<file path="src/rtl/intr_grp_pkg.sv">
package intr_grp_pkg;

   // Register offsets; the aggregator decodes these, so they are fixed.
   localparam logic [3:0] OFS_STATUS = 4'h0;
   localparam logic [3:0] OFS_MASK   = 4'h4;
   localparam logic [3:0] OFS_IDENT  = 4'h8;
   localparam logic [3:0] OFS_ENABLE = 4'hC;

   typedef enum logic [1:0] {
      SEL_STATUS = 2'd0,
      SEL_MASK   = 2'd1,
      SEL_IDENT  = 2'd2,
      SEL_ENABLE = 2'd3
   } reg_sel_e;

   typedef struct packed {
      logic     hit;
      reg_sel_e sel;
   } reg_dec_t;

endpackage

</file>
<file path="src/rtl/intr_addr_decode.sv">
module intr_addr_decode
   import intr_grp_pkg::*;
#(
   parameter int ADDR_W = 4
) (
   input  logic [ADDR_W-1:0] addr_i,
   output reg_dec_t          dec_o
);

   localparam int HI_W = ADDR_W - 4;

   logic          upper_zero;
   logic [3:0]    low_ofs;

   generate
      if (HI_W > 0) begin : g_hi
         assign upper_zero = (addr_i[ADDR_W-1:4] == '0);
      end else begin : g_nohi
         assign upper_zero = 1'b1;
      end
   endgenerate

   assign low_ofs = addr_i[3:0];

   always_comb begin
      dec_o.hit = 1'b0;
      dec_o.sel = SEL_STATUS;
      if (upper_zero) begin
         unique case (low_ofs)
            OFS_STATUS: begin dec_o.hit = 1'b1; dec_o.sel = SEL_STATUS; end
            OFS_MASK:   begin dec_o.hit = 1'b1; dec_o.sel = SEL_MASK;   end
            OFS_IDENT:  begin dec_o.hit = 1'b1; dec_o.sel = SEL_IDENT;  end
            OFS_ENABLE: begin dec_o.hit = 1'b1; dec_o.sel = SEL_ENABLE; end
            default:    begin dec_o.hit = 1'b0; dec_o.sel = SEL_STATUS; end
         endcase
      end
   end

endmodule

</file>
<file path="src/rtl/intr_ctrl_regs.sv">
module intr_ctrl_regs #(
   parameter int DATA_W = 32
) (
   input  logic              clk,
   input  logic              rst_n,
   input  logic              mask_we_i,
   input  logic              en_we_i,
   input  logic [DATA_W-1:0] wdata_i,
   output logic [DATA_W-1:0] mask_o,
   output logic [DATA_W-1:0] en_o
);

   localparam logic [DATA_W-1:0] MASK_RST = '1;
   localparam logic [DATA_W-1:0] EN_RST   = '0;

   always_ff @(posedge clk or negedge rst_n) begin
      if (!rst_n) begin
         mask_o <= MASK_RST;
      end else if (mask_we_i) begin
         mask_o <= wdata_i;
      end
   end

   always_ff @(posedge clk or negedge rst_n) begin
      if (!rst_n) begin
         en_o <= EN_RST;
      end else if (en_we_i) begin
         en_o <= wdata_i;
      end
   end


   mask_wr_chk: assert property (@(posedge clk) disable iff (!rst_n)
      mask_we_i |=> (mask_o == $past(wdata_i)));


   en_wr_chk: assert property (@(posedge clk) disable iff (!rst_n)
      en_we_i |=> (en_o == $past(wdata_i)));

endmodule

</file>
<file path="src/rtl/intr_ident_bank.sv">
module intr_ident_bank #(
   parameter int DATA_W = 32
) (
   input  logic              clk,
   input  logic              rst_n,
   input  logic [DATA_W-1:0] evt_i,
   input  logic [DATA_W-1:0] mask_i,
   input  logic              clr_we_i,
   input  logic [DATA_W-1:0] clr_data_i,
   output logic [DATA_W-1:0] ident_o
);

   logic [DATA_W-1:0] set_v;
   logic [DATA_W-1:0] clr_v;

   genvar b;
   generate
      for (b = 0; b < DATA_W; b++) begin : g_cell
         assign set_v[b] = evt_i[b] & ~mask_i[b];
         assign clr_v[b] = clr_we_i & clr_data_i[b];

         // Set has priority over a same-cycle clear.
         always_ff @(posedge clk or negedge rst_n) begin
            if (!rst_n) begin
               ident_o[b] <= 1'b0;
            end else if (set_v[b]) begin
               ident_o[b] <= 1'b1;
            end else if (clr_v[b]) begin
               ident_o[b] <= 1'b0;
            end
         end
      end
   endgenerate


   evt_latch_chk: assert property (@(posedge clk) disable iff (!rst_n)
      1'b1 |=> (($past(evt_i & ~mask_i) & ~ident_o) == '0));


   masked_drop_chk: assert property (@(posedge clk) disable iff (!rst_n)
      1'b1 |=> (((ident_o & ~$past(ident_o)) & ~$past(evt_i & ~mask_i)) == '0));


   w1c_chk: assert property (@(posedge clk) disable iff (!rst_n)
      clr_we_i |=> ((ident_o & $past(clr_data_i & ~(evt_i & ~mask_i))) == '0));


   hold_chk: assert property (@(posedge clk) disable iff (!rst_n)
      1'b1 |=> (($past(ident_o) & ~ident_o & ~$past({DATA_W{clr_we_i}} & clr_data_i)) == '0));

endmodule

</file>
<file path="src/rtl/intr_reg_group.sv">
module intr_reg_group
   import intr_grp_pkg::*;
#(
   parameter int DATA_W = 32,
   parameter int ADDR_W = 4
) (
   input  logic              clk,
   input  logic              rst_n,
   input  logic [ADDR_W-1:0] reg_addr,
   input  logic              reg_wr,
   input  logic [DATA_W-1:0] reg_wdata,
   output logic [DATA_W-1:0] reg_rdata,
   input  logic [DATA_W-1:0] evt_in,
   output logic [DATA_W-1:0] pend_out
);

   generate
      if (DATA_W < 1 || DATA_W > 32) begin : g_bad_width
         $error("intr_reg_group: DATA_W must lie in 1..32");
      end
      if (ADDR_W < 4) begin : g_bad_addr
         $error("intr_reg_group: ADDR_W must be at least 4");
      end
   endgenerate

   reg_dec_t          dec;
   logic              we_mask;
   logic              we_en;
   logic              we_ident;
   logic [DATA_W-1:0] mask_q;
   logic [DATA_W-1:0] en_q;
   logic [DATA_W-1:0] ident_q;

   intr_addr_decode #(.ADDR_W(ADDR_W)) u_dec (
      .addr_i (reg_addr),
      .dec_o  (dec)
   );

   assign we_mask  = reg_wr & dec.hit & (dec.sel == SEL_MASK);
   assign we_en    = reg_wr & dec.hit & (dec.sel == SEL_ENABLE);
   assign we_ident = reg_wr & dec.hit & (dec.sel == SEL_IDENT);

   intr_ctrl_regs #(.DATA_W(DATA_W)) u_ctrl (
      .clk       (clk),
      .rst_n     (rst_n),
      .mask_we_i (we_mask),
      .en_we_i   (we_en),
      .wdata_i   (reg_wdata),
      .mask_o    (mask_q),
      .en_o      (en_q)
   );

   intr_ident_bank #(.DATA_W(DATA_W)) u_ident (
      .clk        (clk),
      .rst_n      (rst_n),
      .evt_i      (evt_in),
      .mask_i     (mask_q),
      .clr_we_i   (we_ident),
      .clr_data_i (reg_wdata),
      .ident_o    (ident_q)
   );

   assign pend_out = ident_q & en_q;

   always_comb begin
      reg_rdata = '0;
      if (dec.hit) begin
         unique case (dec.sel)
            SEL_STATUS: reg_rdata = evt_in;
            SEL_MASK:   reg_rdata = mask_q;
            SEL_IDENT:  reg_rdata = ident_q;
            SEL_ENABLE: reg_rdata = en_q;
            default:    reg_rdata = '0;
         endcase
      end
   end


   no_stray_wr_chk: assert property (@(posedge clk) disable iff (!rst_n)
      (reg_wr && !(we_mask || we_en || we_ident)) |=>
         ((mask_q == $past(mask_q)) && (en_q == $past(en_q))));


   pend_sub_chk: assert property (@(posedge clk) disable iff (!rst_n)
      ((pend_out & ~reg_rdata) == '0) || !(dec.hit && dec.sel == SEL_IDENT));

endmodule

</file>
<file path="config.mk">
export PLATFORM = sky130hd
export DESIGN_NAME = intr_reg_group
export DESIGN_NICKNAME = d
export VERILOG_FILES = /design/src/rtl/intr_grp_pkg.sv /design/src/rtl/intr_addr_decode.sv /design/src/rtl/intr_ctrl_regs.sv /design/src/rtl/intr_ident_bank.sv /design/src/rtl/intr_reg_group.sv
export SDC_FILE = /design/constraint.sdc
export NUM_CORES = 1
export LEC_CHECK = 0
export BUFFER_PORTS_ARGS = -buffer_cell sky130_fd_sc_hd__buf_2
export CORE_MARGIN = 2
export CORE_UTILIZATION = 53
export CTS_CLUSTER_SIZE = 14
export DETAILED_ROUTE_END_ITERATION = 16
export HOLD_SLACK_MARGIN = 0.12
export PLACE_DENSITY_LB_ADDON = 0.15
export SLEW_MARGIN = 20
export SYNTH_ARGS = -nofsm -noshare
export SYNTH_HDL_FRONTEND = slang
export SYNTH_SLANG_ARGS = --single-unit
</file>
<file path="constraint.sdc">
create_clock -name clk -period 1.3 [get_ports clk]
set_input_delay 0 -clock clk [delete_from_list [all_inputs] [get_ports clk]]
set_output_delay 0 -clock clk [all_outputs]
set_load 0.005 [all_outputs]
</file>
# After elaboration in Yosys (flattened, before gate mapping)
# Index checks and enable logic that the tools add are counted.
# totals
register_bits,96
inputBits,71
out_inout_bits,64
# classes
eq_ne,6
n_mux,67
n_bitwise,101
reduce_logical,34
# ops
op,n
32-bit case mux with 4 select lines,1
1-bit AND,68
1-bit 2-to-1 mux,64
2-bit nonzero test,32
32-bit AND,1
32-bit 2-to-1 mux,1
1-bit NOT,32
3-bit case mux with 4 select lines,1
"4-bit equality test, second input constant",2
"2-bit equality test, second input constant",2
"4-bit by 3-bit equality test with 1-bit output, second input constant",1
4-bit logical NOT,1
"2-bit by 1-bit equality test with 1-bit output, second input constant",1
2-bit logical NOT,1

# Logic depth before layout (Yosys ltp)
# Gate-level depths: netlist of run 1.
# depth
word_depth,7
depth_mapped,6
mapped_depth_nobuf,3

# Hierarchy
# A second synthesis of run 1 with hierarchy kept.
# unflattened
hier_cells,420
area_unflattened_um2,5341.4
# modules_own_cells
module,instances,cells_each,area_per_inst_um2,seq_area_each_um2
intr_ctrl_regs,1,136,2730.1,1641.6
intr_ident_bank,1,131,1355.0,800.8
intr_reg_group,1,150,1237.4,0.0
intr_addr_decode,1,3,18.8,0.0

# Least setup slack after synthesis of run 1
# Ideal clock, no wire load.
# synth_path
path_type,input to register
from,input port reg_addr[1]
to,register u_ctrl.mask_o[10]
setup_ns,0.082
arrival_time_ns,1.043
required_ns,1.218
path_slack_ns,0.175
cell_stages,4
path_buffers,1
cell_sequence,or2_4 -> nor3_4 -> buf_6 -> mux2_2
# synth_via
elab_chain_cells,4
word_cells_on_any_way,8
# synth_rtl
element,line_no,rtl
"start, declared",intr_reg_group.sv:9,"input logic [ADDR_W-1:0] reg_addr,"
4-bit equality test (tied with other cells),intr_addr_decode.sv:29,unique case (low_ofs)
3-bit case mux with 4 select lines (*),intr_addr_decode.sv:29,
2-bit by 1-bit equality test with 1-bit output or 1-bit AND (tied branches),intr_reg_group.sv:39,assign we_mask = reg_wr & dec.hit & (dec.sel == SEL_MASK);
1-bit AND (*),intr_reg_group.sv:39,
"end signal, assigned",intr_ctrl_regs.sv:20,mask_o <= wdata_i;
"end, declared",intr_ctrl_regs.sv:9,"output logic [DATA_W-1:0] mask_o,"
# Every way passes the cells marked *; elsewhere a longest branch is shown, timed or not.
# A chain may end at the register's enable or synchronous reset.

# Worst setup path after layout of run 1
# layout_path
from,register u_ident.ident_o[6]
to,output port reg_rdata[6]
# layout_via
elab_chain_cells,2
# layout_rtl
element,line_no,rtl
"start, declared",intr_ident_bank.sv:10,output logic [DATA_W-1:0] ident_o
"start signal, assigned by index",intr_ident_bank.sv:25,ident_o[b] <= 1'b0;
"start signal, assigned by index",intr_ident_bank.sv:27,ident_o[b] <= 1'b1;
"start signal, assigned by index",intr_ident_bank.sv:29,ident_o[b] <= 1'b0;
32-bit case mux with 4 select lines,intr_reg_group.sv:68,unique case (dec.sel)
32-bit 2-to-1 mux,intr_reg_group.sv:67,if (dec.hit) begin
"end, declared",intr_reg_group.sv:12,"output logic [DATA_W-1:0] reg_rdata,"
# No other way between the ends.

==> metrics.csv, run 1 <==
metric,value,unit
pin count of the biggest net entering global routing,54,
router iterations before antenna repair,4,
actual slew at the worst max-slew pin,0.417,ns
layout cells sized above 1,52.1,%
area post-placement,5980,sq um
clock root buffer,clkbuf_8,
most frequent cells in the layout,"buf_2, buf_4, dlygate4sd3_1",
syn avg cell area,13.2,sq um
CTS HTree Levels,3,
Synth Warn #,0,
post-synthesis sequential area ratio,48.4,%
Setup Skew,0.0114,ns
Setup WS pre-CTS,-0.00308,ns
outcome,"complete, but fails checks",
DR WL/cell,17.3,um
fmax,639,MHz
CTS buffer count,9,
Hold Path Class,in -> async,
worst setup margin,-0.264,ns
RePlAce Congestion,0.745,
die area,10300,sq um
CP Launch Type,flop,
Max Root-Sink Buffers,2,
Die Y,102,um
Setup crit end kind,output pin,
CP Class,reg -> out,
Placed Cells,638,
P per Cell Area,1140,nW/um^2
Cells after Synth,382,
Final Hold Fails,0,
"Max FO, Critical Path",2,
PortBufs,134,
Rel. slew slack,72.2,%
vias in the first global route,4345,
maximum vdd drop,0.000851,V
failing checks,negative setup slack,
Die Width,102,um
clk_lat worst skew,0.37,ns
Post-Layout Cell Count,782,
I/O pin cnt,135,
Synth cell types,19,
CTS tree,built,
first-pass GRT wire length,20900,um
Layout Utilization,79.5,%
Max-Cap Viols,0,
GRT overflow,0,
FP Rows,35,
initial antenna violation count,0,
RSZ-0062 raised after global routing,yes,
Final Cycle Share,120,%
detailed-route via count,4217,
worst r2r path cells,3,
initial DRC count,129,
Final Max Tran Viols,0,
Core Region,9240,sq um
Setup-failing EPs final,32,
most common library cell in the layout ignoring fill and taps,buf_2,
Leak,3.36,nW
Tot Pwr,8.40,mW
hpwl dp,8140,um
Finished Cell Area,7340,sq um
"flops & latches, synth",96,
Synthesized Nets,453,
# diodes,0,
clock transition at the registers of the reported paths,0.10,ns
"Data arrival, critical path",1.56,ns
# fillers,567,
Critical Path RT,1.30,ns
via/cell ratio,5.39,
post-route ant nets,0,
Synth Cell Area,5050,sq um
min cycle time layout,1.56,ns
Nets,719,
# DRC,0,
Total Wirelength,13500,um
starting density of the core,54.6,%
TritonCTS Sinks,96,
GRT Util Overall,26.4,%
synth-to-layout area growth,45.5,%
-- cells by family (layout without fill, tap and decap cells) --
family          Yosys count  in the layout  synth area share (%)
mux                      96             96                  28.6
simple gates            102            102                  12.4
buf+inv                  56            327                  5.11
compound gates           32             32                  5.55
flops                    96             96                  48.4
-- worst paths after layout --
| kind | from | endpoint | slack [ns] |
|---|---|---|---|
| max in group asynchronous | rst_n | u_ctrl.mask_o[15] | 0.82 |
| min in group clk | reg_addr[0] | u_ident.ident_o[12] | 0.23 |
| max reg2reg | u_ctrl.en_o[27] | u_ctrl.en_o[27] | 0.24 |
| max | u_ident.ident_o[6] | reg_rdata[6] | -0.26 |
| min | rst_n | u_ident.ident_o[26] | 0.15 |
| min reg2reg | u_ctrl.en_o[26] | u_ctrl.en_o[26] | 0.52 |
-- state kept, by name (all words and copies together), names as in the netlist --
register	cells
u_ctrl.en_o	32
u_ctrl.mask_o	32
u_ident.ident_o	32
-- cells in the mapped netlist --
library cell / n / area, sq um
nor3b_4: 1 / 18.8
mux2_2: 32 / 360
buf_2: 11 / 55.1
mux4_2: 32 / 721
clkbuf_1: 7 / 26.3
a22o_1: 32 / 280
nand2_1: 1 / 3.75
or2_4: 1 / 8.76
mux2_1: 32 / 360
dfstp_2: 32 / 841
inv_1: 32 / 120
buf_4: 3 / 22.5
nand3_2: 1 / 10.0
and2_1: 32 / 200
nor3_4: 1 / 16.3
dfrtp_1: 64 / 1600
nand3_1: 32 / 160
buf_6: 3 / 33.8
nor2b_1: 33 / 206
-- cell type report --
| cell class | count | area [sq um] | share of cell area [%] |
|---|---|---|---|
| flip-flops and latches | 96 | 2440 | 33.3 |
| multi-input cells | 230 | 2380 | 32.4 |
| repair buffers | 279 | 2060 | 28.0 |
| well taps | 129 | 161 | 2.20 |
| clock buffers | 10 | 138 | 1.87 |
| inverters | 32 | 120 | 1.64 |
| clock inverters | 6 | 43.8 | 0.596 |
-- repair_timing --
item | 4_1_cts | 5_1_grt
endpoints found under the setup margin | 32 | 32
buffers inserted | 40 | 23
endpoints found under the hold margin | 192 | 0
pin swaps | 0 | 1
resized for setup | 1 | 14
hold buffers | 65 | 0
-- per-layer routing --
| metal | wire (um) | up-vias | global-route usage [%] |
|---|---|---|---|
| met5 | 0 | - | 0 |
| met4 | 201 | 0 | 8.11 |
| met3 | 726 | 23 | 5.18 |
| met2 | 6820 | 162 | 44.6 |
| met1 | 5780 | 2131 | 34.6 |
| li1 | - | 1901 | - |
-- per-stage QoR --
| step | setup TNS (ns) | hold WS [ns] |
|---|---|---|
| finish | -6.41 | 0.149 |
| CTS | -6.74 | 0.152 |
| floorplan | 0 | -0.296 |
| global placement | 0 | 0.00754 |
| global route | -8.43 | 0.160 |
| detailed placement | -0.00349 | 0.00326 |
-- power by group --
part	total (mW)	switching [mW]	internal, mW	leakage (nW)
clock	1.83	1.07	0.751	0.0809
sequential	4.00	0.336	3.66	1.01
combinational	2.58	0.937	1.64	2.27
total	8.40	2.35	6.05	3.36
-- critical path, cell delays in order (launching register included) --
cell,delay (ns)
dfrtp_1,0.41
mux4_2,0.48
nor2b_1,0.16
buf_2,0.15
Note: power is estimated with default switching activity, not from simulation.
==> run 2: changes to the inputs <==
Settings changed: CORE_ASPECT_RATIO from default to 0.9, GPL_TIMING_DRIVEN from default to 0.
==> run 2 against run 1 <==
  * The flow still finishes with violations (negative setup slack)
  * Routed wire length is 4.0% higher
  * Sequential share of layout area decreased by 0.20 points
  * Fmax increased by 0.67%
  * Final cell count is 0.77% lower
==> metrics.csv, run 2 (same netlist as run 1, synthesis figures left out) <==
metric,value,unit
initial antenna violation count,0,
Finished Cell Area,7390,sq um
detailed-route via count,4121,
most frequent cells in the layout,"buf_2, dlygate4sd3_1, dfrtp_1",
first-pass GRT wire length,21400,um
area post-placement,5890,sq um
Critical Path RT,1.30,ns
outcome,"complete, but fails checks",
Layout Utilization,80.6,%
post-route ant nets,0,
# fillers,568,
Max Root-Sink Buffers,2,
Total Wirelength,14100,um
Worst Hold Launch,reg_wr,
"reg-to-reg slack, setup",0.25,ns
RSZ-0062 raised after global routing,yes,
CP Class,reg -> out,
clk_lat worst skew,0.36,ns
Die Y,96.6,um
I/O pin cnt,135,
failing checks,negative setup slack,
worst setup margin,-0.254,ns
clock transition at the registers of the reported paths,0.09,ns
Final Cycle Share,120,%
CP Launch Type,flop,
router iterations before antenna repair,4,
Final Hold Fails,0,
starting density of the core,55.1,%
Nets,720,
Register Area,2440,sq um
Die Width,107,um
Rel. slew slack,39.4,%
Leak,3.41,nW
# diodes,0,
area of the multi-input gates,2470,sq um
CP top delay family,multiplexers,
GRT Util Overall,27.2,%
reg2reg end,u_ctrl.en_o[29],
maximum vdd drop,0.00107,V
"Data arrival, critical path",1.55,ns
Hold EP,u_ctrl.mask_o[1],
die area,10300,sq um
Hold Path Class,in -> reg,
hpwl dp,8520,um
worst r2r path cells,3,
via/cell ratio,5.31,
CTS HTree Levels,3,
# DRC,0,
slowest CP cell,mux4_2,
min cycle time layout,1.55,ns
CTS buffer count,9,
FP Rows,33,
Final Max Tran Viols,0,
pin count of the biggest net entering global routing,71,
cell-by-cell trace of the critical path,mux4_2 > nor2b_1 > buf_2,
Setup-failing EPs final,32,
clock root buffer,clkbuf_8,
Setup Skew,0.00682,ns
"Max FO, Critical Path",2,
initial DRC count,191,
GRT overflow,0,
P per Cell Area,1200,nW/um^2
actual slew at the worst max-slew pin,0.909,ns
TritonCTS Sinks,96,
r2r startpoint,u_ctrl.en_o[29],
DR WL/cell,18.1,um
layout cells sized above 1,52.0,%
vias in the first global route,4407,
Top Registers,"u_ctrl.en_o x32, u_ctrl.mask_o x32, u_ident.ident_o x32",
PortBufs,132,
RePlAce Congestion,0.815,
Core Region,9170,sq um
Setup crit end kind,output pin,
Max-Cap Viols,0,
CP peak stage delay,0.48,ns
synth-to-layout area growth,46.4,%
most common library cell in the layout ignoring fill and taps,buf_2,
Worst Path Buf+Inv,1,
CTS tree,built,
Hold Path Depth,4,
fmax,644,MHz
[run 2: changes by cell type in the layout (fill, tap and decap cells not counted), moves of 5 or more]
| cell | change |
|---|---|
| buf_4 | -13 |
| clkbuf_1 | +8 |
| buf_6 | +5 |
| nor2b_1 | -12 |
| nor2b_4 | +12 |
| buf_12 | -8 |
| buf_2 | +6 |
[run 2: what timing repair did]
action / 4_1_cts / 5_1_grt
hold buffers: 68 / 0
resized for setup: 9 / 29
buffers inserted: 35 / 20
pin swaps: 0 / 2
hold endpoints to repair: 170 / 0
endpoints found under the setup margin: 32 / 48
[run 2: area by class of cell]
cell class                 count  share of cell area, %
clock buffer                  10                   1.73
tap                          122                   2.07
buffer                        24                   1.86
sequential                    96                   33.1
clock inverter                 6                   1.46
multi-input combinational    230                   33.4
timing repair buffer         256                   24.8
inverter                      32                   1.63
[run 2: where the power goes]
part	internal, mW	switching [mW]	leakage, nW
clock	1.27	1.03	0.116
sequential	3.66	0.339	1.01
combinational	1.62	0.941	2.28
total	6.56	2.31	3.41
[run 2: per-stage QoR]
stage	hold WS [ns]	instances	TNS (ns)	power [mW]	worst slack [ns]
5_1_grt	0.175	776	-8.84	9.34	-0.325
4_1_cts	0.156	756	-9.89	8.58	-0.249
3_5_place_dp	-0.116	637	-10.23	5.89	-0.154
2_1_floorplan	-0.296	382	0	5.10	0.175
6_report	0.161	776	-6.80	8.87	-0.254
3_3_place_gp	0.242	636	-61.09	5.77	-0.716
[run 2: worst register-to-register path: stages, from the launching register on]
cell	delay [ns]
dfrtp_1	0.39
buf_4	0.14
buf_4	0.13
mux2_1	0.29
[run 2: how the worst max path moves through the flow]
stage,startpoint,end,slack (ns),cells past startpoint
2_1_floorplan,reg_addr[1],u_ctrl.mask_o[10],0.18,4
3_3_place_gp,rst_n,u_ctrl.en_o[16],-0.72,1
3_5_place_dp,reg_addr[1],u_ident.ident_o[12],-0.15,5
4_1_cts,u_ctrl.en_o[13],reg_rdata[13],-0.25,3
5_1_grt,u_ctrl.en_o[18],reg_rdata[18],-0.32,3
6_report,u_ctrl.en_o[18],reg_rdata[18],-0.25,3
[run 2: layer usage]
layer / vias up / track usage [%] / wire length, um
met2: 117 / 46.7 / 7180
met5: - / 0 / 0
li1: 1896 / - / -
met3: 16 / 6.30 / 690
met1: 2092 / 35.2 / 6030
met4: 0 / 7.47 / 166
